==> src/rtl/pwm_prescaled_gen.sv <==
module pwm_prescaled_gen #(
  parameter int EXP_W   = 3,
  parameter int DUTY_W  = 9,
  parameter int SMALL_W = 6
) (
  input  logic              clk,
  input  logic              rst_n,
  input  logic              tick_lo,
  input  logic              tick_mid,
  input  logic              tick_hi,
  input  logic [1:0]        clk_sel,
  input  logic [1:0]        prediv_sel,
  input  logic [EXP_W-1:0]  exp_m,
  input  logic              size9,
  input  logic [DUTY_W-1:0] reg_duty,
  input  logic [DUTY_W-1:0] ramp_duty,
  input  logic              use_reg_duty,
  input  logic              pwm_en,
  input  logic              out_en,
  output logic              pwm_out
);
  localparam int EXP_CNT_W = (1 << EXP_W) - 1;
  localparam logic [DUTY_W-1:0] SMALL_TOP = DUTY_W'((1 << SMALL_W) - 1);

  logic                  src_tick;
  logic [2:0]            pre_cnt, pre_lim;
  logic [EXP_CNT_W-1:0]  exp_cnt, exp_lim;
  logic [DUTY_W-1:0]     cnt, top, duty_lat, duty_new;
  logic                  pre_wrap, exp_wrap, period_end;

  always_comb begin
    case (clk_sel)
      2'd1:    src_tick = tick_lo;
      2'd2:    src_tick = tick_mid;
      2'd3:    src_tick = tick_hi;
      default: src_tick = 1'b0;
    endcase
  end

  always_comb begin
    case (prediv_sel)
      2'd0:    pre_lim = 3'd1;
      2'd1:    pre_lim = 3'd2;
      2'd2:    pre_lim = 3'd4;
      default: pre_lim = 3'd5;
    endcase
  end

  assign exp_lim    = ~({EXP_CNT_W{1'b1}} << exp_m);
  assign top        = size9 ? {DUTY_W{1'b1}} : SMALL_TOP;
  assign duty_new   = (use_reg_duty ? reg_duty : ramp_duty) & top;
  assign pre_wrap   = src_tick && (pre_cnt >= pre_lim);
  assign exp_wrap   = pre_wrap && (exp_cnt >= exp_lim);
  assign period_end = exp_wrap && (cnt >= top);

  always_ff @(posedge clk or negedge rst_n) begin
    if (!rst_n) begin
      pre_cnt  <= '0;
      exp_cnt  <= '0;
      cnt      <= '0;
      duty_lat <= '0;
    end else if (!pwm_en) begin
      pre_cnt  <= '0;
      exp_cnt  <= '0;
      cnt      <= '0;
      duty_lat <= duty_new;
    end else begin
      if (src_tick)   pre_cnt  <= pre_wrap ? '0 : pre_cnt + 3'd1;
      if (pre_wrap)   exp_cnt  <= exp_wrap ? '0 : exp_cnt + 1'b1;
      if (exp_wrap)   cnt      <= period_end ? '0 : cnt + 1'b1;
      if (period_end) duty_lat <= duty_new;
    end
  end

  assign pwm_out = pwm_en && out_en && (cnt < duty_lat);

  logic past_valid;
  always_ff @(posedge clk or negedge rst_n)
    if (!rst_n) past_valid <= 1'b0;
    else        past_valid <= 1'b1;


  duty_hold_chk: assert property (@(posedge clk) disable iff (!rst_n)
    (past_valid && pwm_en && $past(pwm_en) && !$past(period_end)) |-> $stable(duty_lat));


  idle_clear_chk: assert property (@(posedge clk) disable iff (!rst_n)
    !pwm_en |=> (cnt == '0 && pre_cnt == '0 && exp_cnt == '0));


  no_source_chk: assert property (@(posedge clk) disable iff (!rst_n)
    (past_valid && clk_sel == 2'd0 && $past(clk_sel) == 2'd0 && pwm_en && $past(pwm_en))
    |-> $stable(cnt));


  single_step_chk: assert property (@(posedge clk) disable iff (!rst_n)
    (past_valid && pwm_en && $past(pwm_en))
    |-> (cnt == $past(cnt) || cnt == DUTY_W'($past(cnt) + 1'b1) || cnt == '0));


  zero_low_chk: assert property (@(posedge clk) disable iff (!rst_n)
    (duty_lat == '0) |-> !pwm_out);
endmodule

==> config.mk <==
export PLATFORM = sky130hd
export DESIGN_NAME = pwm_prescaled_gen
export DESIGN_NICKNAME = d
export VERILOG_FILES = /design/src/rtl/pwm_prescaled_gen.sv
export SDC_FILE = /design/constraint.sdc
export NUM_CORES = 1
export LEC_CHECK = 0
export ABC_AREA = 1
export BUFFER_PORTS_ARGS = -buffer_cell sky130_fd_sc_hd__buf_4
export CORE_ASPECT_RATIO = 1.4
export CORE_MARGIN = 1.5
export CORE_UTILIZATION = 30
export DETAILED_ROUTE_END_ITERATION = 8
export HOLD_SLACK_MARGIN = 0.15
export PLACE_DENSITY_LB_ADDON = 0.25
export SKIP_LAST_GASP = 1
export SYNTH_ARGS = -nofsm -noshare
export SYNTH_HDL_FRONTEND = slang
export SYNTH_SLANG_ARGS = --single-unit
==> constraint.sdc <==
create_clock -name clk -period 1.7 [get_ports clk]
set_input_delay 0.17 -clock clk [delete_from_list [all_inputs] [get_ports clk]]
set_output_delay 0.17 -clock clk [all_outputs]
set_load 0.01 [all_outputs]
## After elaboration in Yosys (flattened, before gate mapping)

Cells that the tools add are included.

- Bits in registers: 28
- Latch bits: 0
- Memory bits (writable): 0
- ROM bits: 0
- Input port bits: 34
- Output and inout port bits: 1
- Word-level logic and storage cells: 44
- Memories: 0

- $add $sub $neg: 3
- Multipliers: 0
- Divide/modulo/power cells: 0
- Order comparisons: 4
- Equality and inequality tests: 9
- Shift operators: 1
- Multiplexer cells: 15
- Bitwise operators: 2
- Reduce and logical (&&, ||, !) cells: 6

Operator list:

| cell | count |
|---|---|
| $mux W9 | 7 |
| $mux W7 | 3 |
| $add A9 B1 Y9 const B | 1 |
| $and A9 B9 Y9 | 1 |
| $ge A9 B9 Y1 | 1 |
| $lt A9 B9 Y1 | 1 |
| $mux W3 | 3 |
| $pmux W3 S3 | 1 |
| $ne A2 B1 Y1 const B | 4 |
| $add A7 B1 Y7 const B | 1 |
| $ge A7 B7 Y1 | 1 |
| $not A7 Y7 | 1 |
| $shl A7 B3 Y7 const A | 1 |
| $eq A2 B2 Y1 const B | 3 |
| $logic_and A1 B1 Y1 | 5 |
| $eq A2 B1 Y1 const B | 2 |
| $add A3 B1 Y3 const B | 1 |
| $ge A3 B3 Y1 | 1 |
| $pmux W1 S3 | 1 |
| $logic_not A2 Y1 | 1 |

## Longest topological paths before layout

- Word-level depth: 9
- Mapped depth: 12
- Gate-level depth less buffers: 11

## Worst setup path before layout

No wires, ideal clock.

- Path type: in2reg
- Start: input port prediv_sel[0]
- End: register duty_lat[0]
- Setup time: 117 ps
- Data arrival time: 1,497 ps
- Required time: 1,583 ps
- Slack: 86 ps
- Cell stages on the path: 12
- Path buffers: 2
- Path through: inv_1 -> ha_1 -> nor2_1 -> ha_1 -> a21oi_1 -> nand3_1 -> nand2_4 -> nand2_4 -> buf_6 -> buf_6 -> nand4_1 -> nand2_1

- Cells in the longest elaborated chain, start to end: 7
- Elaborated cells on any way between the ends: 9
- Classes of those cells: 1 x order compare; 3 x eq/ne; 1 x mux; 4 x reduce/logical

RTL lines:

| item | line | RTL |
|---|---|---|
| start, declared | 12 | `input logic [1:0] prediv_sel,` |
| $eq A2 B2 Y1, or another cell as far along | 41 | `case (prediv_sel)` |
| $pmux W3 S3 (*) | 41 |  |
| $ge A3 B3 Y1 (*) | 52 | `assign pre_wrap = src_tick && (pre_cnt >= pre_lim);` |
| $logic_and A1 B1 Y1 (*) | 52 |  |
| $logic_and A1 B1 Y1 (*) | 53 | `assign exp_wrap = pre_wrap && (exp_cnt >= exp_lim);` |
| $logic_and A1 B1 Y1 (*) | 54 | `assign period_end = exp_wrap && (cnt >= top);` |
| $ne A2 B1 Y1 (no line) (*) | n/a |  |
| end signal, assigned | 66 | `duty_lat <= duty_new;` |
| end signal, assigned | 71 | `if (period_end) duty_lat <= duty_new;` |
| end, declared | 28 | `logic [DUTY_W-1:0] cnt, top, duty_lat, duty_new;` |

Every way passes the cells marked *; elsewhere a longest branch is shown, timed or not.
A chain may end at the register's enable or synchronous reset.

## Final worst setup path

- Start: register cnt[8]
- End: register duty_lat[8]

- Cells in the longest elaborated chain, start to end: 3

RTL lines:

| item | line | RTL |
|---|---|---|
| start, declared | 28 |  |
| start signal, assigned | 70 | `if (exp_wrap) cnt <= period_end ? '0 : cnt + 1'b1;` |
| $ge A9 B9 Y1 | 54 |  |
| $logic_and A1 B1 Y1 | 54 |  |
| $ne A2 B1 Y1 (no line) | n/a |  |

Every way passes these cells.

==> metrics.md <==
| Metric | Value |
|---|---|
| Worst setup path category | `reg -> reg` |
| Avg Synthesized Cell Area | `slightly above 7 um^2` |
| Max IR drop VDD | `between 0.3 and 0.4 mV` |
| Startpoint types | `flip-flop` |
| Cts bufs inserted | `3` |
| Slew HR | `about 74%` |
| Die Width | `about 79 um` |
| Pwr Total | `between 0.0015 and 0.002 W` |
| Grt ovf | `0` |
| DR vias | `between 2,000 and 2,500` |
| Drt first pass iters | `4` |
| Final WS setup | `-119 ps` |
| CP arrival | `roughly 2000 ps` |
| FFs w/ async S/R, synth | `100%` |
| Root buffer cell | `clkbuf_8` |
| Detailed placer's ending HPWL | `4700 um` |
| Crit end category | `flip-flop` |
| Static leakage | `1.84 nW` |
| Pin count of the biggest net entering global routing | `29` |
| Area Overhead vs Synth | `46.7%` |
| Clock Sinks | `28` |
| Post-synth cell types | `29` |
| Synthesized Nets | `399` |
| Core Area | `7750 um^2` |
| Number of I/O port buffers | `34` |
| Setup Skew | `between 4 and 5 ps` |
| Post-synth EDFFs | `0` |
| Die height | `about 110 um` |
| Final core utilization | `45.5%` |
| Slew @ Worst Pin | `between 300 and 400 ps` |
| Maxcap violations | `0` |
| Gate Count Post-Synth | `~340` |
| Status | `finished with violations` |
| Clock Path Buffers | `2` |
| Via density | `about 4.8` |
| Number of remaining DRC errors | `0` |
| Vias in the first global route | `approximately 2,400` |
| Top FF cell, synth | `dfrtp_1` |
| Power density over the cells | `about 500 nW/um^2` |
| H-tree Lvls | `1` |
| Worst-Skew Late Latency | `around 270 ps` |
| Initial DRC count | `between 100 and 150` |
| Share of the synthesized area in the top cell type | `29.2%` |
| All-Layer GR Usage | `approximately 16%` |
| CTS tree | `built` |
| Layout cells sized above 1 | `37.0%` |
| Initial cell density of the core | `a little over 30%` |
| Yosys Warn Count | `0` |
| Failing checks | `setup timing` |
| Sequential-to-total area share from yosys stat | `29.2%` |
| Hold crit path type | `in -> reg` |
| Min Tclk post-route | `1820 ps` |
| Final instance area | `roughly 3500 um^2` |
| Global-route wire length before repair | `10,600 um` |
| Worst path required time | `roughly 1900 ps` |
| Final hold vios | `0` |
| Routed length per instance | `roughly 13 um` |
| Synthesized flop and latch total | `28` |
| Max frequency | `550 MHz` |
| Dpl cell area | `just under 3000 um^2` |
| DRT Wirelength | `about 6500 um` |
| Total Die Area | `8560 um^2` |
| Post-layout nets | `about 480` |
| RSZ-0062 raised after global routing | `true` |
| Most frequent cells in the layout | `100 x nand2_1, 63 x buf_4, 41 x inv_1` |
| Fin. max-slew vios | `0` |
| Diodes inserted | `0` |
| Post-DRT Antenna Nets | `0` |
| Leading cell type in the layout, fill and taps excluded | `nand2_1` |
| Worst-path clk slew | `100 ps` |
| Worst Path Max Fanout | `7` |
| Core Rows | `38` |
| Area contributors post-synth | `dfrtp_1 29%, nand2_1 18%, ha_1 14%` |
| Crit share post-route | `107%` |
| IO Pins | `35` |
| Routability cong. | `approximately 0.79` |
| Endpoints failing setup | `18` |
| Yosys top cell by area | `dfrtp_1` |
| Syn Std Cell Area | `~2400 um^2` |
| Initial antenna violation count | `0` |
-- state kept, by name, indices dropped and copies added (netlist names) --
signal and flops:
pre_cnt 3, cnt 9, duty_lat 9, exp_cnt 7
-- repair_timing --
item / CTS / global route
setup endpoints to repair: 19 / 26
gates resized for setup: 32 / 45
gates cloned: 1 / 1
endpoints found under the hold margin: 28 / 0
setup buffers: 9 / 7
hold buffers: 1 / 0
pin swaps: 18 / 30
-- cells in the mapped netlist (2+ instances only) --
master and count:
nand2_4 2, inv_1 47, dfrtp_1 28, o21ai_0 6, nand3_1 18, buf_6 5
xor2_1 5, nand4_1 27, ha_1 27, inv_2 2, nand2_1 112, nand3_2 3
a21oi_1 15, o21ai_1 4, nor2_2 4, nor2_1 19, a21oi_2 2
-- cell families (layout without fill, tap and decap cells) --
kind of cell,after synthesis,count (layout),share of synthesized area [%]
XOR/XNOR,5,5,1.82
adder cells (fa/ha/maj),27,27,14.1
flip-flops,28,28,29.2
AO/OA/AOI/OAI,29,29,6.61
buffers and inverters,57,131,10.5
AND/OR/NAND/NOR,192,194,37.8
-- layer usage --
metal / routed length, um / global-route usage, % / part of all wire, % / vias up
met1: 2630 / 17.6 / 41 / 1157
met3: 124 / 1.51 / 1.9 / 8
met4: 60 / 2.68 / 0.93 / 0
met5: 0 / 0 / 0 / -
met2: 3640 / 31.1 / 56 / 36
li1: - / - / - / 1261
-- path summary, 6_finish.rpt --
path	start	endpoint	slack, ps	depth (start not counted)
max in group asynchronous	rst_n	cnt[3]	1050	2
worst min register to register	duty_lat[8]	duty_lat[8]	480	2
min in group asynchronous	rst_n	cnt[5]	350	2
worst min-delay path	ramp_duty[0]	duty_lat[0]	250	5
worst max register to register	cnt[8]	duty_lat[8]	-120	10
worst max-delay path	cnt[8]	duty_lat[8]	-120	10
-- power breakdown --
part	switching, W	internal, W
clock	0.000213	0.000207
combinational	0.000327	0.000292
sequential	0.0000362	0.000721
-- area by class of cell --
class	instances	area, um^2
inverter	50	188
sequential	28	704
clock buffer	4	55.1
fill	782	4230
timing repair buffer	77	656
tap	100	125
multi-input combinational	255	1800
-- worst max-delay path: stages (launching register included) --
cell and delay, ps:
dfrtp_1 400, buf_4 140, buf_6 110, ha_4 230
nand2_4 80, inv_2 50, a21oi_4 160, nand4_4 220
buf_6 190, nand4_1 70, nand2_1 60
-- metrics by stage --
step / instances / worst slack (ps) / setup TNS [ps] / hold WS, ps
final: 514 / -119 / -1120 / 250
after global routing: 514 / -166 / -2500 / 273
after CTS: 507 / -78.0 / -132 / 253
after detailed placement: 492 / -83.7 / -1500 / 129
after global placement: 492 / -88.2 / -1150 / 114
after floorplan: 338 / 85.6 / 0 / -126
(Power assumes the default switching activity.)
